File: src/rtl/handler_cam.sv
module handler_cam #(
  parameter int ENTRIES = 8,
  parameter int FAM_W   = 4,
  parameter int OP_W    = 4,
  parameter int ADDR_W  = 16,
  parameter int OFS_W   = 8,
  parameter int ID_W    = 16
) (
  input  logic                               clk,
  input  logic                               rst_n,
  input  logic                               inst_valid,
  input  logic [FAM_W-1:0]                   inst_family,
  input  logic [OP_W-1:0]                    inst_op,
  input  logic [ADDR_W-1:0]                  inst_pc,
  input  logic [OFS_W-1:0]                   inst_offset,
  input  logic                               pop_valid,
  input  logic                               look_valid,
  input  logic [FAM_W-1:0]                   look_family,
  input  logic [OP_W-1:0]                    look_op,
  output logic                               look_hit,
  output logic                               look_miss,
  output logic [ADDR_W-1:0]                  look_addr,
  output logic                               spill_valid,
  output logic [FAM_W-1:0]                   spill_family,
  output logic [OP_W-1:0]                    spill_op,
  output logic [ADDR_W-1:0]                  spill_addr,
  output logic                               pop_err,
  output logic [$clog2(ENTRIES+1)-1:0]       count,
  output logic                               full
);
  localparam int IDX_W = $clog2(ENTRIES);
  localparam int CNT_W = $clog2(ENTRIES+1);
  localparam int KEY_W = FAM_W + OP_W;

  logic [ENTRIES-1:0] vld;
  logic [KEY_W-1:0]   key_q  [ENTRIES];
  logic [ADDR_W-1:0]  addr_q [ENTRIES];
  logic [ID_W-1:0]    id_q   [ENTRIES];
  logic [ID_W-1:0]    next_id;

  logic [KEY_W-1:0]   look_key, inst_key;
  logic [ADDR_W-1:0]  inst_addr;
  assign look_key  = {look_family, look_op};
  assign inst_key  = {inst_family, inst_op};
  assign inst_addr = inst_pc + {{(ADDR_W-OFS_W){inst_offset[OFS_W-1]}}, inst_offset};

  logic             free_found, any_vld, m_found;
  logic [IDX_W-1:0] free_idx, old_idx, new_idx, m_idx;
  logic [ID_W-1:0]  old_id, new_id, m_id;
  logic [CNT_W-1:0] cnt_c;

  always_comb begin
    free_found = 1'b0; free_idx = '0;
    any_vld = 1'b0; old_idx = '0; new_idx = '0; old_id = '0; new_id = '0;
    m_found = 1'b0; m_idx = '0; m_id = '0;
    cnt_c = '0;
    for (int i = ENTRIES-1; i >= 0; i--) begin
      if (!vld[i]) begin
        free_found = 1'b1;
        free_idx   = IDX_W'(i);
      end
    end
    for (int i = 0; i < ENTRIES; i++) begin
      if (vld[i]) begin
        cnt_c = cnt_c + CNT_W'(1);
        if (!any_vld || id_q[i] < old_id) begin
          old_id  = id_q[i];
          old_idx = IDX_W'(i);
        end
        if (!any_vld || id_q[i] > new_id) begin
          new_id  = id_q[i];
          new_idx = IDX_W'(i);
        end
        any_vld = 1'b1;
        if (key_q[i] == look_key && (!m_found || id_q[i] > m_id)) begin
          m_found = 1'b1;
          m_id    = id_q[i];
          m_idx   = IDX_W'(i);
        end
      end
    end
  end

  assign count = cnt_c;
  assign full  = (cnt_c == CNT_W'(ENTRIES));

  logic do_pop, pop_bad, evict;
  logic [IDX_W-1:0] ins_idx;
  assign do_pop  = pop_valid && !inst_valid && any_vld;
  assign pop_bad = pop_valid && !inst_valid && !any_vld;
  assign evict   = inst_valid && !free_found;
  assign ins_idx = free_found ? free_idx : old_idx;

  always_ff @(posedge clk) begin
    if (!rst_n) begin
      vld          <= '0;
      next_id      <= '0;
      look_hit     <= 1'b0;
      look_miss    <= 1'b0;
      look_addr    <= '0;
      spill_valid  <= 1'b0;
      spill_family <= '0;
      spill_op     <= '0;
      spill_addr   <= '0;
      pop_err      <= 1'b0;
      for (int i = 0; i < ENTRIES; i++) begin
        key_q[i]  <= '0;
        addr_q[i] <= '0;
        id_q[i]   <= '0;
      end
    end else begin
      look_hit    <= look_valid && m_found;
      look_miss   <= look_valid && !m_found;
      look_addr   <= m_found ? addr_q[m_idx] : '0;
      spill_valid <= evict;
      pop_err     <= pop_bad;
      if (evict) begin
        spill_family <= key_q[old_idx][KEY_W-1:OP_W];
        spill_op     <= key_q[old_idx][OP_W-1:0];
        spill_addr   <= addr_q[old_idx];
      end
      if (inst_valid) begin
        vld[ins_idx]    <= 1'b1;
        key_q[ins_idx]  <= inst_key;
        addr_q[ins_idx] <= inst_addr;
        id_q[ins_idx]   <= next_id;
        next_id         <= next_id + ID_W'(1);
      end else if (do_pop) begin
        vld[new_idx] <= 1'b0;
        next_id      <= new_id;
      end
    end
  end

  assert_one_result_R3: assert property (@(posedge clk) disable iff (!rst_n)
    look_valid |=> (look_hit != look_miss));
  assert_quiet_result_R3: assert property (@(posedge clk) disable iff (!rst_n)
    !look_valid |=> (!look_hit && !look_miss));
  assert_count_bound_R6: assert property (@(posedge clk) disable iff (!rst_n)
    count <= CNT_W'(ENTRIES));
  assert_install_grows_R6: assert property (@(posedge clk) disable iff (!rst_n)
    (inst_valid && !full) |=> (count == $past(count) + CNT_W'(1)) && !spill_valid);
  assert_full_spills_R7: assert property (@(posedge clk) disable iff (!rst_n)
    (inst_valid && full) |=> (spill_valid && full));
  assert_pop_shrinks_R8: assert property (@(posedge clk) disable iff (!rst_n)
    (pop_valid && !inst_valid && count != '0) |=> (count == $past(count) - CNT_W'(1)) && !pop_err);
  assert_pop_empty_R9: assert property (@(posedge clk) disable iff (!rst_n)
    (pop_valid && !inst_valid && count == '0) |=> (pop_err && count == '0));
endmodule

File: config.mk
export PLATFORM = sky130hd
export DESIGN_NAME = handler_cam
export DESIGN_NICKNAME = d
export VERILOG_FILES = /design/src/rtl/handler_cam.sv
export SDC_FILE = /design/constraint.sdc
export NUM_CORES = 2
export LEC_CHECK = 0
export BUFFER_PORTS_ARGS = -buffer_cell sky130_fd_sc_hd__buf_2
export CAP_MARGIN = 20
export CORE_ASPECT_RATIO = 1.25
export CORE_MARGIN = 2
export CORE_UTILIZATION = 40
export DETAILED_ROUTE_END_ITERATION = 10
export PLACE_DENSITY = 0.58
export SYNTH_ARGS = -nofsm -noshare
export SYNTH_HDL_FRONTEND = slang
export SYNTH_SLANG_ARGS = --single-unit
File: constraint.sdc
create_clock -name clk -period 32.3 [get_ports clk]
set_clock_uncertainty 0.1 [all_clocks]
set_input_delay 3.23 -clock clk [delete_from_list [all_inputs] [get_ports clk]]
set_output_delay 3.23 -clock clk [all_outputs]
set_load 0.01 [all_outputs]
==> flow_summary.ini <==
[outcome]
status = complete, no violations

[cells_and_area]
final_common_cell = ha_1
final_cell_mix = ha_1 (338), edfxtp_1 (320), nor2_1 (244)
final_nets = 3558
drive_above_1_share_pct = 11.47
layout-area-overhead-vs-synth_pct = 10.22
num_antenna_cells = 0

[yosys]
ys_types = 84
syn_avg_cell_area_um2 = 9.563
synth_adder_area_share_pct = 14.20
seq_area_frac_synth_pct = 36.65
synth_xor_area_share_pct = 2.517
synth_edf_count = 320
synth_top_family_by_area = simple AND/OR/NAND/NOR gates
synth-compound-area-share_pct = 16.10
syn_area_mm2 = 0.02993
yosys_warnings = 0
ys_ff_latch = 388
yosys_most_used_dff = edfxtp_1
synth_nets = 3514
muxShareOfSynthArea_pct = 9.385
async_flop_share_pct = 0
synthCells = 3130
synthSimpleGateAreaFrac_pct = 16.41

[clock_network]
cts_tree = done
worstSkewPairLatency_ps = 610
clock_path_buffers = 3
clkTransAtPathRegs_ps = 70
cts_made_buffers = 42
cts.sinks = 388
clockRootBuffer = clkbuf_16
post_cts_buffers = 0
htree_levels = 2
cts.repair.resized = 0
holdBufCountCts = 0

[floorplan]
num_rows = 112
die_h_um = 309.8
io_pins = 94
dieArea_mm2 = 0.07705
die_width_um = 248.7
core_area_mm2 = 0.07441
initial_core_util_pct = 40.22

[setup_path]
end_kind = flop
cp-startpoint = look_family[2]
cp_slowest_cell = nand4_1
criticalPathCategory = in -> reg
start_kind = primary input
arrival_ps = 22430
worstPathRequired_ps = 32660
reg2reg_slack_ps = 10700
slowest_delay_ps = 900
cp_max_fo = 29
r2r-start = vld[0]

[sta]
fin_crit_sh_pct = 68.31
max-slew-margin-rel_pct = 20.36
rsz0062_at_grt = false
hold_viol = 0
setup_violations = 0
min_period_ps = 22060
finalSetupTns_ps = 0
fmax_mhz = 45.32
slew_violations = 0
worstMarginPinSlew_ps = 1164

[grt]
busiest_layer = met2
grtUsageMet3_pct = 2.735
grt_start_max_net_pins = 58
antenna_found_initial = 0
met2_usage_pct = 49.67
grt_usage_pct = 27.25
gr-usage-met1_pct = 32.38
grt_pass1_wl_um = 157200
grt.overflow.total = 0
grt_pass1_vias = 24440

[drt]
viasPerCell = 5.912
antenna_left = 0
via_count = 24700
first_pass_iters = 6
drc = 0
drt_iter0_markers = 2014
wire_per_inst_um = 25.46
routed_wl_um = 106400

[pwr]
ir_worst_vdd_mv = 0.03510
p_total_uw = 1369
p_per_area_mw_per_mm2 = 41.49
leakage_uw = 0.01292

[worst_hold_path]
min-delay-start = addr_q[5][7]
hold_class = reg -> reg

[place]
dp_hpwl_um = 77910
gp_routability_congestion = 0.9700
port_buffers = 93

[job]
max-cap-violations = 0
-- worst max-delay path, delay by kind of cell --
family / cells / cell delay, ps
AO/OA/AOI/OAI: 53 / 10690
XOR/XNOR: 1 / 160
adder cells (fa/ha/maj): 7 / 2040
buffers and inverters: 8 / 1780
multiplexers: 4 / 1590
AND/OR/NAND/NOR: 15 / 2830
-- cell families (layout without fill, tap and decap cells) --
family                   after synthesis  in the layout
AND/OR/NAND/NOR                      966            966
buffers and inverters                360            438
adder cells (fa/ha/maj)              339            339
XOR/XNOR                              86             86
multiplexers                         272            272
flip-flops                           388            388
AO/OA/AOI/OAI                        719            719
-- metal layers --
layer | share of wire, % | vias to the layer above
li1 | - | 11580
met1 | 40 | 11940
met2 | 50 | 911
met3 | 5.0 | 270
met4 | 5.0 | 0
met5 | 0 | -
-- sequential cells by signal, indices dropped and copies added (netlist names) --
signal        flops
look_miss         1
pop_err           1
id_q            128
look_hit          1
look_addr        16
addr_q          128
spill_op          4
spill_valid       1
spill_addr       16
key_q            64
spill_family      4
vld               8
next_id          16
-- per-stage QoR --
stage               util [%]  hold WS [ps]  cell area, um^2  cells  setup WS, ps
floorplan                  -         454.1            29930   3130         11310
finish                 44.34         526.4            32990   4177         10240
CTS                    44.34         529.7            32990   4177         10530
detailed placement     42.40         515.4            31550   4099          9987
global placement       42.39         504.9            31540   4098         10270
global route           44.34         556.5            32990   4177          8916
-- Yosys cell counts, drive strengths merged (5+ instances only) --
cell     number  share of area [%]
a2111oi       5               0.15
a211o         7               0.20
a211oi       47                1.2
a21o         64                1.6
a21oi       172                2.9
a221o         5               0.17
a221oi       19               0.58
a22oi        27               0.72
a31oi         9               0.19
a32oi        27               0.79
and2        212                4.4
and3         43               0.92
and4          5               0.15
buf          50               0.86
clkbuf      105                1.3
dfxtp        68                4.5
edfxtp      320                 32
ha          338                 14
inv         203                2.5
mux2         69                2.6
mux2i       203                6.8
nand2       203                2.5
nand2b       19               0.40
nand3        41               0.69
nand4        67                1.4
nor2        246                3.1
nor2b        33               0.69
nor3         50               0.92
nor4         14               0.33
o211ai       16               0.40
o21a         84                2.1
o21ai       154                2.6
o221a        18               0.68
o221ai       20               0.59
o22ai         5               0.10
or2           5               0.10
or3          15               0.33
xnor2        59                1.7
xor2         27               0.79
-- worst paths after layout --
| path | end | cells past startpoint |
|---|---|---|
| worst min register to register | look_addr[7] | 2 |
| worst min-delay path | look_addr[7] | 2 |
| worst max register to register | id_q[7][11] | 72 |
| worst max-delay path | look_addr[4] | 88 |
-- layout make-up --
type	instances	area (um^2)
flip-flops and latches	388	10970
repair buffers	155	934.6
clock buffers	51	1135
well taps	969	1212
multi-input cells	2382	17670
fillers	7176	41420
clock inverters	27	304.0
inverters	205	769.5
-- report_power, final --
group | leakage (uW) | internal [uW] | total (uW) | switching [uW]
Sequential | 0.00387 | 562 | 588 | 25.4
Clock | 0.000710 | 293 | 519 | 226
Combinational | 0.00835 | 98.0 | 262 | 164
Total | 0.0129 | 953 | 1370 | 415
Power figures use the tool's default switching activity.
